### src/rtl/tws_pkg.sv
package tws_pkg;

    typedef int unsigned uint_t;

    localparam int STAT_W        = 16;
    localparam int STAT_DONE_BIT = 15;
    localparam int STAT_BUSY_BIT = 14;

    typedef enum logic [1:0] {
        ACC_SYNC     = 2'd0,
        ACC_STATUS   = 2'd1,
        ACC_UNMAPPED = 2'd2
    } acc_kind_e;

    typedef struct packed {
        logic done;
        logic busy;
    } tws_flags_t;

    function automatic acc_kind_e classify(input uint_t addr, input uint_t nregs,
                                           input uint_t stat_addr);
        if (addr == stat_addr)
            return ACC_STATUS;
        else if (addr < nregs)
            return ACC_SYNC;
        else
            return ACC_UNMAPPED;
    endfunction

    function automatic logic [STAT_W-1:0] status_word(input tws_flags_t f);
        logic [STAT_W-1:0] w;
        w                = '0;
        w[STAT_DONE_BIT] = f.done;
        w[STAT_BUSY_BIT] = f.busy;
        return w;
    endfunction

endpackage

### src/rtl/tws_tick_sel.sv
module tws_tick_sel (
    input  logic prescale_en,
    input  logic tick_sec,
    input  logic tick_osc,
    output logic slow_tick
);
    always_comb begin
        slow_tick = prescale_en ? tick_sec : tick_osc;
    end
endmodule

### src/rtl/tws_hold_slot.sv
module tws_hold_slot #(
    parameter int ADDR_W = 3,
    parameter int DATA_W = 16
) (
    input  logic              clk,
    input  logic              rst,
    input  logic              take,
    input  logic [ADDR_W-1:0] wr_addr,
    input  logic [DATA_W-1:0] wr_data,
    input  logic              slow_tick,
    output logic              pending,
    output logic              commit,
    output logic [ADDR_W-1:0] hold_addr,
    output logic [DATA_W-1:0] hold_data
);
    always_comb begin
        commit = pending & slow_tick;
    end

    always_ff @(posedge clk) begin
        if (rst) begin
            pending   <= 1'b0;
            hold_addr <= '0;
            hold_data <= '0;
        end else if (commit) begin
            pending <= 1'b0;
        end else if (take && !pending) begin
            pending   <= 1'b1;
            hold_addr <= wr_addr;
            hold_data <= wr_data;
        end
    end
endmodule

### src/rtl/tws_done_flag.sv
module tws_done_flag (
    input  logic clk,
    input  logic rst,
    input  logic set_i,
    input  logic clr_i,
    output logic done
);
    always_ff @(posedge clk) begin
        if (rst)
            done <= 1'b0;
        else if (set_i)
            done <= 1'b1;
        else if (clr_i)
            done <= 1'b0;
    end
endmodule

### src/rtl/tws_commit_regs.sv
module tws_commit_regs #(
    parameter int NUM_REGS = 4,
    parameter int ADDR_W   = 3,
    parameter int DATA_W   = 16
) (
    input  logic                         clk,
    input  logic                         rst,
    input  logic                         commit,
    input  logic [ADDR_W-1:0]            hold_addr,
    input  logic [DATA_W-1:0]            hold_data,
    output logic [NUM_REGS*DATA_W-1:0]   regs_flat
);
    for (genvar i = 0; i < NUM_REGS; i++) begin : g_reg
        always_ff @(posedge clk) begin
            if (rst)
                regs_flat[i*DATA_W +: DATA_W] <= '0;
            else if (commit && (hold_addr == ADDR_W'(i)))
                regs_flat[i*DATA_W +: DATA_W] <= hold_data;
        end
    end
endmodule

### src/rtl/tick_write_sync.sv
module tick_write_sync
    import tws_pkg::*;
#(
    parameter int NUM_SYNC_REGS = 4,
    parameter int DATA_W        = 16,
    parameter int ADDR_W        = 3
) (
    input  logic                             clk,
    input  logic                             rst,
    input  logic [ADDR_W-1:0]                bus_addr,
    input  logic [DATA_W-1:0]                bus_wdata,
    input  logic                             bus_we,
    output logic [DATA_W-1:0]                bus_rdata,
    input  logic                             prescale_en,
    input  logic                             tick_sec,
    input  logic                             tick_osc,
    output logic [NUM_SYNC_REGS*DATA_W-1:0]  sync_regs
);
    localparam int STATUS_ADDR = (1 << ADDR_W) - 1;

    acc_kind_e          kind;
    logic               slow_tick;
    logic               pending;
    logic               commit;
    logic [ADDR_W-1:0]  hold_addr;
    logic [DATA_W-1:0]  hold_data;
    logic               done;
    logic               take_sync;
    logic               clr_done;
    tws_flags_t         flags;

    always_comb begin
        kind      = classify(uint_t'(bus_addr), uint_t'(NUM_SYNC_REGS), uint_t'(STATUS_ADDR));
        take_sync = bus_we && (kind == ACC_SYNC);
        clr_done  = bus_we && (kind == ACC_STATUS) && bus_wdata[STAT_DONE_BIT];
        flags     = '{done: done, busy: pending};
    end

    tws_tick_sel u_tick_sel (
        .prescale_en (prescale_en),
        .tick_sec    (tick_sec),
        .tick_osc    (tick_osc),
        .slow_tick   (slow_tick)
    );

    tws_hold_slot #(.ADDR_W(ADDR_W), .DATA_W(DATA_W)) u_hold (
        .clk       (clk),
        .rst       (rst),
        .take      (take_sync),
        .wr_addr   (bus_addr),
        .wr_data   (bus_wdata),
        .slow_tick (slow_tick),
        .pending   (pending),
        .commit    (commit),
        .hold_addr (hold_addr),
        .hold_data (hold_data)
    );

    tws_done_flag u_done (
        .clk   (clk),
        .rst   (rst),
        .set_i (commit),
        .clr_i (clr_done),
        .done  (done)
    );

    tws_commit_regs #(.NUM_REGS(NUM_SYNC_REGS), .ADDR_W(ADDR_W), .DATA_W(DATA_W)) u_regs (
        .clk       (clk),
        .rst       (rst),
        .commit    (commit),
        .hold_addr (hold_addr),
        .hold_data (hold_data),
        .regs_flat (sync_regs)
    );

    always_comb begin
        bus_rdata = '0;
        case (kind)
            ACC_SYNC:   bus_rdata = sync_regs[int'(bus_addr)*DATA_W +: DATA_W];
            ACC_STATUS: bus_rdata[STAT_W-1:0] = status_word(flags);
            default:    bus_rdata = '0;
        endcase
    end
endmodule

### config.mk
export PLATFORM = sky130hd
export DESIGN_NAME = tick_write_sync
export DESIGN_NICKNAME = d
export VERILOG_FILES = /design/src/rtl/tws_pkg.sv /design/src/rtl/tws_tick_sel.sv /design/src/rtl/tws_hold_slot.sv /design/src/rtl/tws_done_flag.sv /design/src/rtl/tws_commit_regs.sv /design/src/rtl/tick_write_sync.sv
export SDC_FILE = /design/constraint.sdc
export NUM_CORES = 1
export LEC_CHECK = 0
export ABC_AREA = 1
export ABC_CLOCK_PERIOD_IN_PS = 1900
export CORE_ASPECT_RATIO = 2
export CORE_UTILIZATION = 49
export DETAILED_ROUTE_END_ITERATION = 6
export PLACE_DENSITY = 0.89
export SLEW_MARGIN = 5
export SYNTH_ARGS = -nofsm -noshare
export SYNTH_HDL_FRONTEND = slang
export SYNTH_SLANG_ARGS = --single-unit
### constraint.sdc
create_clock -name clk -period 1.9 [get_ports clk]
set_clock_uncertainty 0.15 [all_clocks]
set_input_delay 0.285 -clock clk [delete_from_list [all_inputs] [get_ports clk]]
set_output_delay 0.285 -clock clk [all_outputs]
set_load 0.1 [all_outputs]
==> flow_metrics.py <==
metrics = {
    "worst_setup_path": {
        "crit_chain": "nor2_1 -> nor2_1 -> o21ai_2 -> a21oi_4 -> buf_12",
        "critPathMaxFanout": 3,
        "critPathRequiredTime_ns": 1.46,
        "worstSetupEndpointType": "output pin",
        "crit_family": "flip-flops",
        "arrival_ns": 1.45,
        "slowest_stage": "dfxtp_4",
        "rr_worst_depth": 5,
        "critPathBufInv": 1,
        "slowest_delay_ns": 0.37,
        "crit_top_cell": "nor2_1",
        "crit_cells": 5,
        "criticalPathCategory": "register to output pin",
        "cp-start-kind": "register",
    },
    "floorplanning": {
        "num_io_pins": 105,
        "coreArea_mm2": 0.00789,
        "initial_core_util_pct": 50.1,
        "die_w_um": 65.5,
        "rows": 46,
        "die_h_um": 129,
        "fp.dieArea_mm2": 0.00845,
    },
    "place": {
        "port_buffers": 104,
        "gp_congestion": 0.866,
        "dp_cells": 780,
        "hpwl_um": 9160,
    },
    "route": {
        "drc_errors": 0,
        "drt_iter0_drc": 483,
        "drt.antenna.violating_nets": 0,
        "first_pass_iters": 7,
        "avgRoutedWirePerCell_um": 17.2,
        "wirelength_um": 13800,
        "vias_per_cell": 5.85,
        "via_count": 4687,
    },
    "synth": {
        "syn-cell-area_mm2": 0.00395,
        "syn_area_per_cell_um2": 6.68,
        "synth_nets": 616,
        "synth_seq_cells": 85,
        "synth_top_area_cell": "dfxtp_1",
        "synth_top_area_share_pct": 43.1,
        "yosysSeqAreaShare_pct": 43.1,
        "yosys-top-cells-area": "dfxtp_1, nor2_1, nand2_1, nand4_1, o21ai_0",
        "synth_cell_type_count": 18,
        "ys_warn_count": 0,
        "synthCells": 591,
    },
    "timing": {
        "slew_viol_final": 0,
        "finalHoldViolCount": 0,
        "holdWs_ns": 0.332,
        "setup-tns-final_ns": 0,
        "period_needed_ns": 1.88,
        "worst_pin_slew_ns": 0.441,
        "fmax_ghz": 0.532,
        "setup_viol": 0,
        "fin_crit_sh_pct": 99.0,
        "slew_headroom_pct": 70.5,
    },
    "finish": {
        "fillCellCount": 329,
        "nets": 725,
        "finalNonFillerCells": 801,
        "layout_commonest_cell": "nor2_1",
        "final_cell_mix": "nor2_1, nand2_1, buf_12",
        "synthToLayoutAreaGrowth_pct": 71.0,
        "drive_gt1_share_pct": 32.2,
        "num_antenna_cells": 0,
    },
    "min_path": {
        "hold_class": "register to register",
        "whs_path_depth": 2,
    },
    "clock_tree": {
        "numCtsBuffers": 9,
        "cts.sinks": 85,
        "htreeDepth": 3,
        "root_buffer": "clkbuf_16",
        "cts_tree": "done",
        "clk_pin_slew_ns": 0.06,
        "clk_path_buf_depth": 2,
        "insertion_delay_ns": 0.34,
    },
    "run_status": {
        "status": "complete, no violations",
    },
    "global_routing": {
        "grt_pass1_vias": 4500,
        "grt_pass1_wl_um": 22300,
        "grt_max_degree": 85,
        "antenna_found_initial": 0,
        "gr-total-overflow": 0,
        "grt_util_all_layers_pct": 34.9,
    },
    "run": {
        "drv_cap": 0,
    },
    "power": {
        "powerDensity_mw_per_mm2": 671,
        "ir_drop_mv": 0.789,
        "p_leak_nw": 2.78,
        "p_total_mw": 4.53,
    },
}
per-stage QoR:
step	util (%)	setup WS [ns]	cell area [um^2]
CTS	85.6	0.00847	6750
global route	85.7	-0.0233	6750
floorplan	-	-0.0737	4330
finish	85.7	0.0197	6750
global placement	81.4	-0.210	6420
detailed placement	81.4	-0.302	6420
layout make-up:
class / count / area (um^2) / area share [%]
repair buffers: 143 / 2220 / 32.9
multi-input cells: 417 / 2060 / 30.4
flip-flops and latches: 85 / 1910 / 28.3
clock buffers: 14 / 264 / 3.91
inverters: 44 / 165 / 2.45
well taps: 96 / 120 / 1.78
clock inverters: 2 / 10.0 / 0.148
worst register-to-register path, stage by stage (launching register included):
cell and delay (ns):
dfxtp_1 0.44, inv_1 0.14, nor2_4 0.38, nand4_1 0.22
nand2_1 0.12, nor2_1 0.05
routing by layer:
metal	vias to the layer above	wire length [um]	track usage, %
met1	2145	4700	39.2
met4	0	715	22.1
met5	-	0	0
met2	334	7250	59.4
li1	2135	-	-
met3	73	1150	5.94
cell families after synthesis:
logic type / count (synthesis) / share of synthesized area, %
simple gates: 334 / 36.2
compound gates: 83 / 11.4
buf+inv: 89 / 9.28
flops: 85 / 43.1
timing repair:
item                                    4_1_cts  5_1_grt
gates resized for setup                      16        8
gates cloned                                  2        0
pin swaps                                     5        6
hold buffers                                  0        0
setup buffers                                 2        1
endpoints found under the setup margin       16        8
power breakdown:
| part | switching (mW) | internal (mW) |
|---|---|---|
| registers | 0.0560 | 1.78 |
| logic | 0.701 | 0.374 |
| clock network | 0.669 | 0.953 |
registers in the layout, summed over array words and instances (netlist names):
register          count
u_done.done           1
u_hold.hold_addr      3
u_hold.hold_data     16
u_hold.pending        1
u_regs.regs_flat     64
path summary, 6_finish.rpt:
kind,slack (ns),endpoint,start
worst min register to register,0.33,u_regs.regs_flat[52]$_SDFFE_PP0P_,u_hold.hold_data[4]$_SDFFE_PP0P_
worst min-delay path,0.33,u_regs.regs_flat[52]$_SDFFE_PP0P_,u_hold.hold_data[4]$_SDFFE_PP0P_
worst max register to register,0.28,u_regs.regs_flat[43]$_SDFFE_PP0P_,u_hold.hold_addr[1]$_SDFFE_PP0P_
worst max-delay path,0.02,bus_rdata[5],u_regs.regs_flat[5]$_SDFFE_PP0P_
synthesized netlist by cell type:
cell type	instances
inv_2	2
o211ai_1	14
nand2_1	110
a21oi_1	34
dfxtp_1	85
buf_2	16
nor2_4	5
buf_1	8
nor2_2	1
nand2_2	1
inv_1	42
nand4_1	48
clkbuf_1	17
nand3_1	12
nor2_1	157
clkbuf_2	1
buf_4	3
o21ai_0	35
(Power assumes the default switching activity.)
